`config.mk`:
```
export PLATFORM = sky130hd
export DESIGN_NAME = ahb_chk_slave
export DESIGN_NICKNAME = d
export VERILOG_FILES = /design/src/rtl/ahb_chk_pkg.sv /design/src/rtl/ahb_chk_access_check.sv /design/src/rtl/ahb_chk_word_store.sv /design/src/rtl/ahb_chk_resp_ctrl.sv /design/src/rtl/ahb_chk_slave.sv
export SDC_FILE = /design/constraint.sdc
export NUM_CORES = 2
export LEC_CHECK = 0
export ABC_CLOCK_PERIOD_IN_PS = 5700
export BUFFER_PORTS_ARGS = -buffer_cell sky130_fd_sc_hd__buf_4
export CORE_MARGIN = 2
export CORE_UTILIZATION = 50
export DETAILED_ROUTE_END_ITERATION = 10
export GPL_TIMING_DRIVEN = 1
export PLACE_DENSITY = 0.73
export SLEW_MARGIN = 25
export SYNTH_ARGS = -nofsm -noshare
export SYNTH_HDL_FRONTEND = slang
export SYNTH_SLANG_ARGS = --single-unit
```
`constraint.sdc`:
```
create_clock -name clk -period 5.7 [get_ports clk]
set_clock_uncertainty 0.2 [all_clocks]
set_input_delay 0.57 -clock clk [delete_from_list [all_inputs] [get_ports clk]]
set_output_delay 0.57 -clock clk [all_outputs]
set_load 0.1 [all_outputs]
```
`src/rtl/ahb_chk_pkg.sv`:
```
package ahb_chk_pkg;

    localparam logic [1:0] TRANS_IDLE   = 2'b00;
    localparam logic [1:0] TRANS_BUSY   = 2'b01;
    localparam logic [2:0] SIZE_WORD    = 3'b010;
    localparam int unsigned DATA_W      = 32;

    typedef enum logic [1:0] {
        TGT_NONE = 2'd0,
        TGT_REG  = 2'd1,
        TGT_RAM  = 2'd2
    } target_e;

    typedef enum logic [1:0] {
        RSP_OKAY = 2'd0,
        RSP_ERR1 = 2'd1,
        RSP_ERR2 = 2'd2
    } rsp_state_e;

    typedef struct packed {
        logic bad_size;
        logic no_priv;
        logic misaligned;
        logic unmapped;
    } fault_t;

    typedef struct packed {
        logic    active;
        logic    reject;
        target_e tgt;
    } verdict_t;

    function automatic logic word_in_window(input int unsigned word,
                                            input int unsigned first,
                                            input int unsigned count);
        return (word >= first) && (word < first + count);
    endfunction

    function automatic logic any_fault(input fault_t f);
        return f.bad_size | f.no_priv | f.misaligned | f.unmapped;
    endfunction

endpackage

```
`src/rtl/ahb_chk_access_check.sv`:
```
module ahb_chk_access_check
    import ahb_chk_pkg::*;
#(
    parameter int unsigned ADDR_W    = 12,
    parameter int unsigned REG_BASE  = 'h000,
    parameter int unsigned NUM_REGS  = 8,
    parameter int unsigned RAM_BASE  = 'h100,
    parameter int unsigned RAM_WORDS = 64,
    parameter int unsigned IDX_W     = 6
) (
    input  logic              clk,
    input  logic              rst,
    input  logic              cfg_priv_only,
    input  logic              cfg_misalign_err,
    input  logic              hsel,
    input  logic              hready,
    input  logic [1:0]        htrans,
    input  logic [2:0]        hsize,
    input  logic [3:0]        hprot,
    input  logic [ADDR_W-1:0] haddr,
    output verdict_t          verdict,
    output fault_t            faults,
    output logic [IDX_W-1:0]  idx
);

    localparam int unsigned REG_W0 = REG_BASE / 4;
    localparam int unsigned RAM_W0 = RAM_BASE / 4;

    int unsigned word;
    logic        reg_hit;
    logic        ram_hit;

    always_comb begin
        word    = 32'(haddr[ADDR_W-1:2]);
        reg_hit = word_in_window(word, REG_W0, NUM_REGS);
        ram_hit = word_in_window(word, RAM_W0, RAM_WORDS);

        faults.bad_size   = (hsize != SIZE_WORD);
        faults.no_priv    = cfg_priv_only && !hprot[1];
        faults.misaligned = cfg_misalign_err && (haddr[1:0] != 2'b00);
        faults.unmapped   = !reg_hit && !ram_hit;

        verdict.active = hsel && hready && htrans[1];
        verdict.reject = verdict.active && any_fault(faults);
        if (reg_hit)      verdict.tgt = TGT_REG;
        else if (ram_hit) verdict.tgt = TGT_RAM;
        else              verdict.tgt = TGT_NONE;

        if (reg_hit) idx = IDX_W'(word - REG_W0);
        else         idx = IDX_W'(word - RAM_W0);
    end

    AST_PRIV_REFUSE: assert property (@(posedge clk) disable iff (rst)
        (verdict.active && cfg_priv_only && !hprot[1]) |-> verdict.reject);
    AST_UNMAPPED_REFUSE: assert property (@(posedge clk) disable iff (rst)
        (verdict.active && verdict.tgt == TGT_NONE) |-> verdict.reject);
    AST_SIZE_REFUSE: assert property (@(posedge clk) disable iff (rst)
        (verdict.active && hsize != SIZE_WORD) |-> verdict.reject);
    AST_IDLE_INACTIVE: assert property (@(posedge clk) disable iff (rst)
        (!htrans[1] || !hsel) |-> !verdict.active);

endmodule

```
`src/rtl/ahb_chk_word_store.sv`:
```
module ahb_chk_word_store
    import ahb_chk_pkg::*;
#(
    parameter int unsigned DEPTH = 8,
    parameter int unsigned IDX_W = 6
) (
    input  logic              clk,
    input  logic              rst,
    input  logic              we,
    input  logic [IDX_W-1:0]  widx,
    input  logic [DATA_W-1:0] wdata,
    input  logic [IDX_W-1:0]  ridx,
    output logic [DATA_W-1:0] rdata
);

    localparam int unsigned LW = (DEPTH > 1) ? $clog2(DEPTH) : 1;

    logic [DATA_W-1:0] mem [DEPTH];

    for (genvar i = 0; i < DEPTH; i++) begin : g_word
        always_ff @(posedge clk) begin
            if (rst)
                mem[i] <= '0;
            else if (we && (32'(widx) == i))
                mem[i] <= wdata;
        end
    end

    always_comb begin
        if (32'(ridx) < DEPTH) rdata = mem[ridx[LW-1:0]];
        else                   rdata = '0;
    end

endmodule

```
`src/rtl/ahb_chk_resp_ctrl.sv`:
```
module ahb_chk_resp_ctrl
    import ahb_chk_pkg::*;
(
    input  logic clk,
    input  logic rst,
    input  logic accept,
    input  logic reject,
    output logic hreadyout,
    output logic hresp
);

    rsp_state_e state;

    always_ff @(posedge clk) begin
        if (rst) begin
            state <= RSP_OKAY;
        end else begin
            unique case (state)
                RSP_ERR1: state <= RSP_ERR2;
                default:  state <= (accept && reject) ? RSP_ERR1 : RSP_OKAY;
            endcase
        end
    end

    assign hreadyout = (state != RSP_ERR1);
    assign hresp     = (state != RSP_OKAY);

    AST_ERR_FIRST_THEN_SECOND: assert property (@(posedge clk) disable iff (rst)
        (hresp && !hreadyout) |=> (hresp && hreadyout));
    AST_ERR_SECOND_HAS_FIRST: assert property (@(posedge clk) disable iff (rst)
        (hresp && hreadyout) |-> $past(hresp && !hreadyout));
    AST_OKAY_NO_WAIT: assert property (@(posedge clk) disable iff (rst)
        !hresp |-> hreadyout);

endmodule

```
`src/rtl/ahb_chk_slave.sv`:
```
module ahb_chk_slave
    import ahb_chk_pkg::*;
#(
    parameter int unsigned ADDR_W    = 12,
    parameter int unsigned REG_BASE  = 'h000,
    parameter int unsigned NUM_REGS  = 8,
    parameter int unsigned RAM_BASE  = 'h100,
    parameter int unsigned RAM_WORDS = 64
) (
    input  logic              clk,
    input  logic              rst,
    input  logic              cfg_priv_only,
    input  logic              cfg_misalign_err,
    input  logic              hsel,
    input  logic [ADDR_W-1:0] haddr,
    input  logic [1:0]        htrans,
    input  logic              hwrite,
    input  logic [2:0]        hsize,
    input  logic [3:0]        hprot,
    input  logic [31:0]       hwdata,
    input  logic              hready,
    output logic [31:0]       hrdata,
    output logic              hreadyout,
    output logic              hresp
);

    localparam int unsigned MAX_WORDS = (NUM_REGS > RAM_WORDS) ? NUM_REGS : RAM_WORDS;
    localparam int unsigned IDX_W     = (MAX_WORDS > 1) ? $clog2(MAX_WORDS) : 1;

    verdict_t          verdict;
    fault_t            faults;
    logic [IDX_W-1:0]  ap_idx;

    logic              dp_wr;
    logic              dp_rd;
    target_e           dp_tgt;
    logic [IDX_W-1:0]  dp_idx;

    logic              reg_we;
    logic              ram_we;
    logic [DATA_W-1:0] reg_rdata;
    logic [DATA_W-1:0] ram_rdata;

    ahb_chk_access_check #(
        .ADDR_W    (ADDR_W),
        .REG_BASE  (REG_BASE),
        .NUM_REGS  (NUM_REGS),
        .RAM_BASE  (RAM_BASE),
        .RAM_WORDS (RAM_WORDS),
        .IDX_W     (IDX_W)
    ) check_i (
        .clk              (clk),
        .rst              (rst),
        .cfg_priv_only    (cfg_priv_only),
        .cfg_misalign_err (cfg_misalign_err),
        .hsel             (hsel),
        .hready           (hready),
        .htrans           (htrans),
        .hsize            (hsize),
        .hprot            (hprot),
        .haddr            (haddr),
        .verdict          (verdict),
        .faults           (faults),
        .idx              (ap_idx)
    );

    // Data-phase state: captured whenever the bus advances.
    always_ff @(posedge clk) begin
        if (rst) begin
            dp_wr  <= 1'b0;
            dp_rd  <= 1'b0;
            dp_tgt <= TGT_NONE;
            dp_idx <= '0;
        end else if (hready) begin
            dp_wr  <= verdict.active && !verdict.reject && hwrite;
            dp_rd  <= verdict.active && !verdict.reject && !hwrite;
            dp_tgt <= verdict.tgt;
            dp_idx <= ap_idx;
        end
    end

    assign reg_we = dp_wr && hready && (dp_tgt == TGT_REG);
    assign ram_we = dp_wr && hready && (dp_tgt == TGT_RAM);

    ahb_chk_word_store #(
        .DEPTH (NUM_REGS),
        .IDX_W (IDX_W)
    ) regs_i (
        .clk   (clk),
        .rst   (rst),
        .we    (reg_we),
        .widx  (dp_idx),
        .wdata (hwdata),
        .ridx  (dp_idx),
        .rdata (reg_rdata)
    );

    ahb_chk_word_store #(
        .DEPTH (RAM_WORDS),
        .IDX_W (IDX_W)
    ) ram_i (
        .clk   (clk),
        .rst   (rst),
        .we    (ram_we),
        .widx  (dp_idx),
        .wdata (hwdata),
        .ridx  (dp_idx),
        .rdata (ram_rdata)
    );

    always_comb begin
        if (dp_rd && dp_tgt == TGT_REG)      hrdata = reg_rdata;
        else if (dp_rd && dp_tgt == TGT_RAM) hrdata = ram_rdata;
        else                                 hrdata = '0;
    end

    ahb_chk_resp_ctrl resp_i (
        .clk       (clk),
        .rst       (rst),
        .accept    (verdict.active),
        .reject    (verdict.reject),
        .hreadyout (hreadyout),
        .hresp     (hresp)
    );

    AST_NO_STORE_ON_ERR: assert property (@(posedge clk) disable iff (rst)
        hresp |-> !(reg_we || ram_we));
    AST_ERR_RDATA_ZERO: assert property (@(posedge clk) disable iff (rst)
        hresp |-> (hrdata == '0));
    AST_MISALIGN_REFUSE: assert property (@(posedge clk) disable iff (rst)
        (verdict.active && cfg_misalign_err && haddr[1:0] != 2'b00) |=> hresp);

endmodule

```
== After elaboration in Yosys (flattened, before gate mapping) ==
Memories as Yosys holds them, arrays and structs flattened. A register that Yosys moved wholly into a read port is not among the register bits.
Cells that the tools add are included.

* Register bits: 12
* Memory bits (writable): 2304
* Input port bits: 60
* Output and inout port bits: 34
* Word-level logic and storage cells: 555
* Memories kept: 2

* Add/subtract/negate cells: 1
* Magnitude comparators: 4
* Equal/unequal tests: 68
* Mux-type cells: 302
* Bitwise operators: 75
* Reduce and logical (&&, ||, !) cells: 97

{| class="wikitable"
|+ Memory list
! memory !! words !! width !! rd ports !! clocked after Yosys merged registers in !! wr ports !! RTL line !! source
|-
| ram_i.mem || 64 || 32 || 1 || 1 || 64 || ahb_chk_word_store.sv:18 || <nowiki>logic [DATA_W-1:0] mem [DEPTH];</nowiki>
|-
| regs_i.mem || 8 || 32 || 1 || 1 || 8 || ahb_chk_word_store.sv:18 ||
|}

{| class="wikitable"
|+ Operator list
! kind !! count
|-
| 32-bit two-way mux || 75
|-
| 1-bit two-way mux || 219
|-
| 6-bit equality test (second input constant) || 32
|-
| 6-bit by 5-bit equality test with 1-bit output (second input constant) || 16
|-
| 1-bit logical AND || 88
|-
| 1-bit bitwise OR || 75
|-
| 6-bit by 4-bit equality test with 1-bit output (second input constant) || 8
|-
| 6-bit by 3-bit equality test with 1-bit output (second input constant) || 4
|-
| 6-bit two-way mux || 3
|-
| 6-bit by 2-bit equality test with 1-bit output (second input constant) || 2
|-
| 10-bit by 7-bit greater-or-equal comparator with 1-bit output (second input constant) || 1
|-
| 10-bit by 4-bit < comparator with 1-bit output (second input constant) || 1
|-
| 10-bit by 8-bit < comparator with 1-bit output (second input constant) || 1
|-
| 6-bit by 1-bit equality test with 1-bit output (second input constant) || 1
|-
| 6-bit logical NOT || 1
|-
| 6-bit by 4-bit < comparator with 1-bit output (second input constant) || 1
|-
| 2-bit two-way mux || 3
|-
| 3-bit two-way mux || 2
|-
| 6-bit by 1-bit subtractor with 6-bit output (second input constant) || 1
|-
| 1-bit logical NOT || 5
|-
| 2-bit by 1-bit equality test with 1-bit output (second input constant) || 2
|-
| 2-bit nonzero test || 2
|-
| 3-bit by 2-bit inequality test with 1-bit output (second input constant) || 1
|-
| 2-bit equality test (second input constant) || 1
|-
| other kinds (2) || 2
|}

== Longest topological paths before layout ==
* Depth in word-level cells: 9
* Mapped depth: 10
* Depth with buffers taken out: 5

== Modules after synthesis ==
From an unflattened synthesis, not the netlist that was laid out.

* Cells, all modules: 6872
* Area total of the unflattened synthesis: 105822.7 um2

{| class="wikitable"
|+ Modules (own cells, without submodules)
! module !! times used !! cells an instance !! area an instance (um2) !! seq. area each (um2)
|-
| ahb_chk_word_store (ram_i) || 1 || 6017 || 92971.7 || 61499.0
|-
| ahb_chk_word_store (regs_i) || 1 || 682 || 11437.2 || 7687.4
|-
| ahb_chk_slave || 1 || 150 || 1211.2 || 200.2
|-
| ahb_chk_access_check || 1 || 17 || 128.9 || 0.0
|-
| ahb_chk_resp_ctrl || 1 || 6 || 73.8 || 40.0
|}

== Worst setup path before layout ==
OpenSTA, ideal clock, no wires.

* Kind: register to output
* From: register with a tool-made name
* To: output port hrdata[29]
* Arrival: 3.896 ns
* Data required time: 4.930 ns
* Path slack: 1.034 ns
* Stages on the path, launching flop included: 10
* Path buffers: 4
* Path through: dfxtp_1 -> buf_6 -> buf_4 -> buf_4 -> buf_4 -> mux2i_1 -> a22oi_1 -> o211ai_1 -> and4_1 -> o32ai_1

{| class="wikitable"
|+ RTL lines
! element !! RTL line !! source
|-
| to (decl) || ahb_chk_slave.sv:22 || <nowiki>output logic [31:0] hrdata,</nowiki>
|}

==> flow_summary.ini <==
[cells_and_area]
final_net_count = 6684
drive_gt1_share_pct = 20.2
layout_common_cells = and2_1, edfxtp_1, mux4_2
syn_to_final_growth_pct = 11.1
final_common_cell = and2_1
layoutNonFillerInstCount = 9651

[synthesis]
synth-seq-area-share_pct = 65.5
syn_area_per_cell_um2 = 15.8
yosysWarnings = 0
synth.ff_latch_count = 2322
synth-async-reset-ratio_pct = 0
yosysUniqueCellTypes = 54
ys.flop_type = edfxtp_1
syn-num-nets = 6798
synth_edf_count = 2304
synthesis.area_um2 = 106000
syn_inst = 6738

[floorplanning]
initial_core_util_pct = 50.2
io_pins = 94
die_h_um = 465
coreArea_um2 = 211000
rows = 169
die_w_um = 465
dieArea_um2 = 216000

[sta]
rsz0062_at_grt = no
hold_viol_final = 0
slew_violations = 0
clock.fmax_ghz = 0.174
maxSlewHeadroom_pct = 22.0
worst_slack_ns = -0.0367
setup_viol_count_final = 1
tns_ns = -0.0367
min_period_ns = 5.74
period_share_pct = 101
worst_slew_pin_slew_ns = 1.16

[drt]
antenna_left = 0
drt-initial-drc-count = 8853
post_drt_via_cell_ratio = 6.23
routed_wl_um = 308000
drc = 0
wl_per_cell_um = 31.9
first_pass_iters = 6
vias = 60088

[place]
dpl.cell_count = 9180
hpwl_um = 178000
pre_cts_ws_ns = 0.948
portBuffers = 89
globalplace.congestion = 0.971

[cts]
h-tree-depth = 4
root_buffer = clkbuf_16
clock_sinks = 2322
clkTransAtPathRegs_ns = 0.06
cts_buffer_depth = 3
clk-insertion-delay-late_ns = 0.87
cts_buffers = 232
cts_tree = yes

[global_route]
grt_pass1_wl_um = 436000
gr-total-overflow = 0
track_usage_pct = 28.4
grt_max_degree = 90
antenna_found_initial = 21
grt_pass1_vias = 59710

[setup_path]
cp.required_ns = 4.93
crit_arrival_ns = 4.97
cp_max_fo = 24
crit_chain = buf_12 > buf_12 > mux4_2 > mux4_2 > a22oi_1 > nand2_1 > buf_4
criticalPathCategory = reg2out
critical_path.slowest_cell = dfxtp_4
startpoint_type = flip-flop
crit_path_end_kind = output port
slowest_delay_ns = 0.83

[job]
cap_violations = 0

[power_and_ir_drop]
total_leakage_power_nw = 41.3
powerDensity_nw_per_um2 = 312
power_mw = 36.8
peakVddDrop_mv = 0.332

[outcome]
violations = negative setup slack
status = finished, violations left

[min_path]
worstHoldPathType = in2reg
[metal layers]
layer / share of wire (%) / global-route usage (%) / up-vias
li1: - / - / 24538
met2: 46 / 43.5 / 3794
met1: 36 / 37.2 / 31031
met5: 0.014 / 0 / -
met4: 6.1 / 15.1 / 6
met3: 12 / 7.45 / 719
[cell type report]
| class | count | area [um^2] |
|---|---|---|
| antenna | 11 | 27.5 |
| clock buffer | 288 | 6110 |
| fill | 16235 | 93600 |
| inverter | 2 | 7.51 |
| clock inverter | 141 | 1070 |
| sequential | 2322 | 69600 |
| tap | 2821 | 3530 |
| timing repair buffer | 349 | 3080 |
| multi-input combinational | 3717 | 34500 |
[cell usage after synthesis, drive strengths merged (5+ instances only)]
cell / count / area (um^2)
a2111oi: 12 / 105
a211oi: 27 / 203
a21o: 14 / 105
a21oi: 10 / 50.1
a221oi: 8 / 70.1
a22o: 15 / 131
a22oi: 31 / 233
a31oi: 7 / 43.8
and2: 2309 / 14400
buf: 214 / 1180
clkbuf: 483 / 1890
dfxtp: 18 / 360
edfxtp: 2304 / 69200
mux2: 20 / 225
mux2i: 228 / 2280
mux4: 575 / 12900
nand2: 65 / 244
nand2b: 13 / 81.3
nand3: 35 / 175
nand4: 8 / 50.1
nor2: 126 / 673
nor2b: 28 / 175
nor3: 24 / 120
nor4: 8 / 50.1
o211ai: 9 / 67.6
o21ai: 17 / 85.1
o21bai: 57 / 428
o22ai: 30 / 188
or2: 5 / 31.3
or3: 7 / 43.8
[timing repair]
action / CTS / global route
pin swaps: 0 / 0
hold endpoints to repair: 17 / 0
buffers inserted: 0 / 0
endpoints found under the setup margin: 1 / 3
resized for setup: 1 / 4
hold buffers: 28 / 0
[cells by family (layout without fill, tap and decap cells)]
logic type | after synthesis | after routing | synth area share (%)
AND/OR/NAND/NOR | 2644 | 2644 | 15.3
flip-flops | 2322 | 2322 | 65.5
multiplexers | 823 | 823 | 14.6
buffers and inverters | 699 | 780 | 2.90
AO/OA/AOI/OAI | 250 | 250 | 1.72
other | 0 | 11 | 0
[registers in the layout (all words and copies together) (netlist names), named ones only]
name	cells
regs_i.mem	256
dp_idx	6
dp_tgt	2
ram_i.mem	2048
dp_wr	1
dp_rd	1
resp_i.state	2
[metrics by stage]
| stage | cell area [um^2] | hold slack (ns) | util (%) |
|---|---|---|---|
| 5_1_grt | 118000 | 0.137 | 55.7 |
| 6_report | 118000 | 0.142 | 55.7 |
| 3_3_place_gp | 110000 | 0.298 | 52.1 |
| 4_1_cts | 118000 | 0.0545 | 55.7 |
| 2_1_floorplan | 106000 | 0.287 | - |
| 3_5_place_dp | 110000 | 0.305 | 52.2 |
[worst paths after layout]
kind / slack (ns) / from / cells after the start / endpoint
worst min-delay path: 0.14 / rst / 2 / dp_wr$_SDFFE_PP0P_
worst min register to register: 0.34 / resp_i.state[0]$_SDFF_PP0_ / 2 / resp_i.state[1]$_SDFF_PP0_
worst max register to register: 1.70 / dp_tgt[1]$_SDFFE_PP0P_ / 7 / ram_i.mem[11][3]$_SDFFCE_PN0P_
worst max-delay path: -0.04 / flip-flop / 7 / hrdata[20]
[critical path: cells and delay by family, from the launching register on]
| kind | cells | cell delay (ns) |
|---|---|---|
| flops | 1 | 0.83 |
| simple gates | 1 | 0.35 |
| compound gates | 1 | 0.83 |
| mux | 2 | 1.18 |
| buf+inv | 3 | 0.84 |
[power breakdown]
| group | leakage [nW] | internal, mW | switching [mW] |
|---|---|---|---|
| clock network | 3.50 | 8.10 | 6.59 |
| registers | 23.8 | 19.3 | 0.203 |
| logic | 14.0 | 0.910 | 1.69 |
| total | 41.3 | 28.3 | 8.49 |
Power figures use the tool's default switching activity.
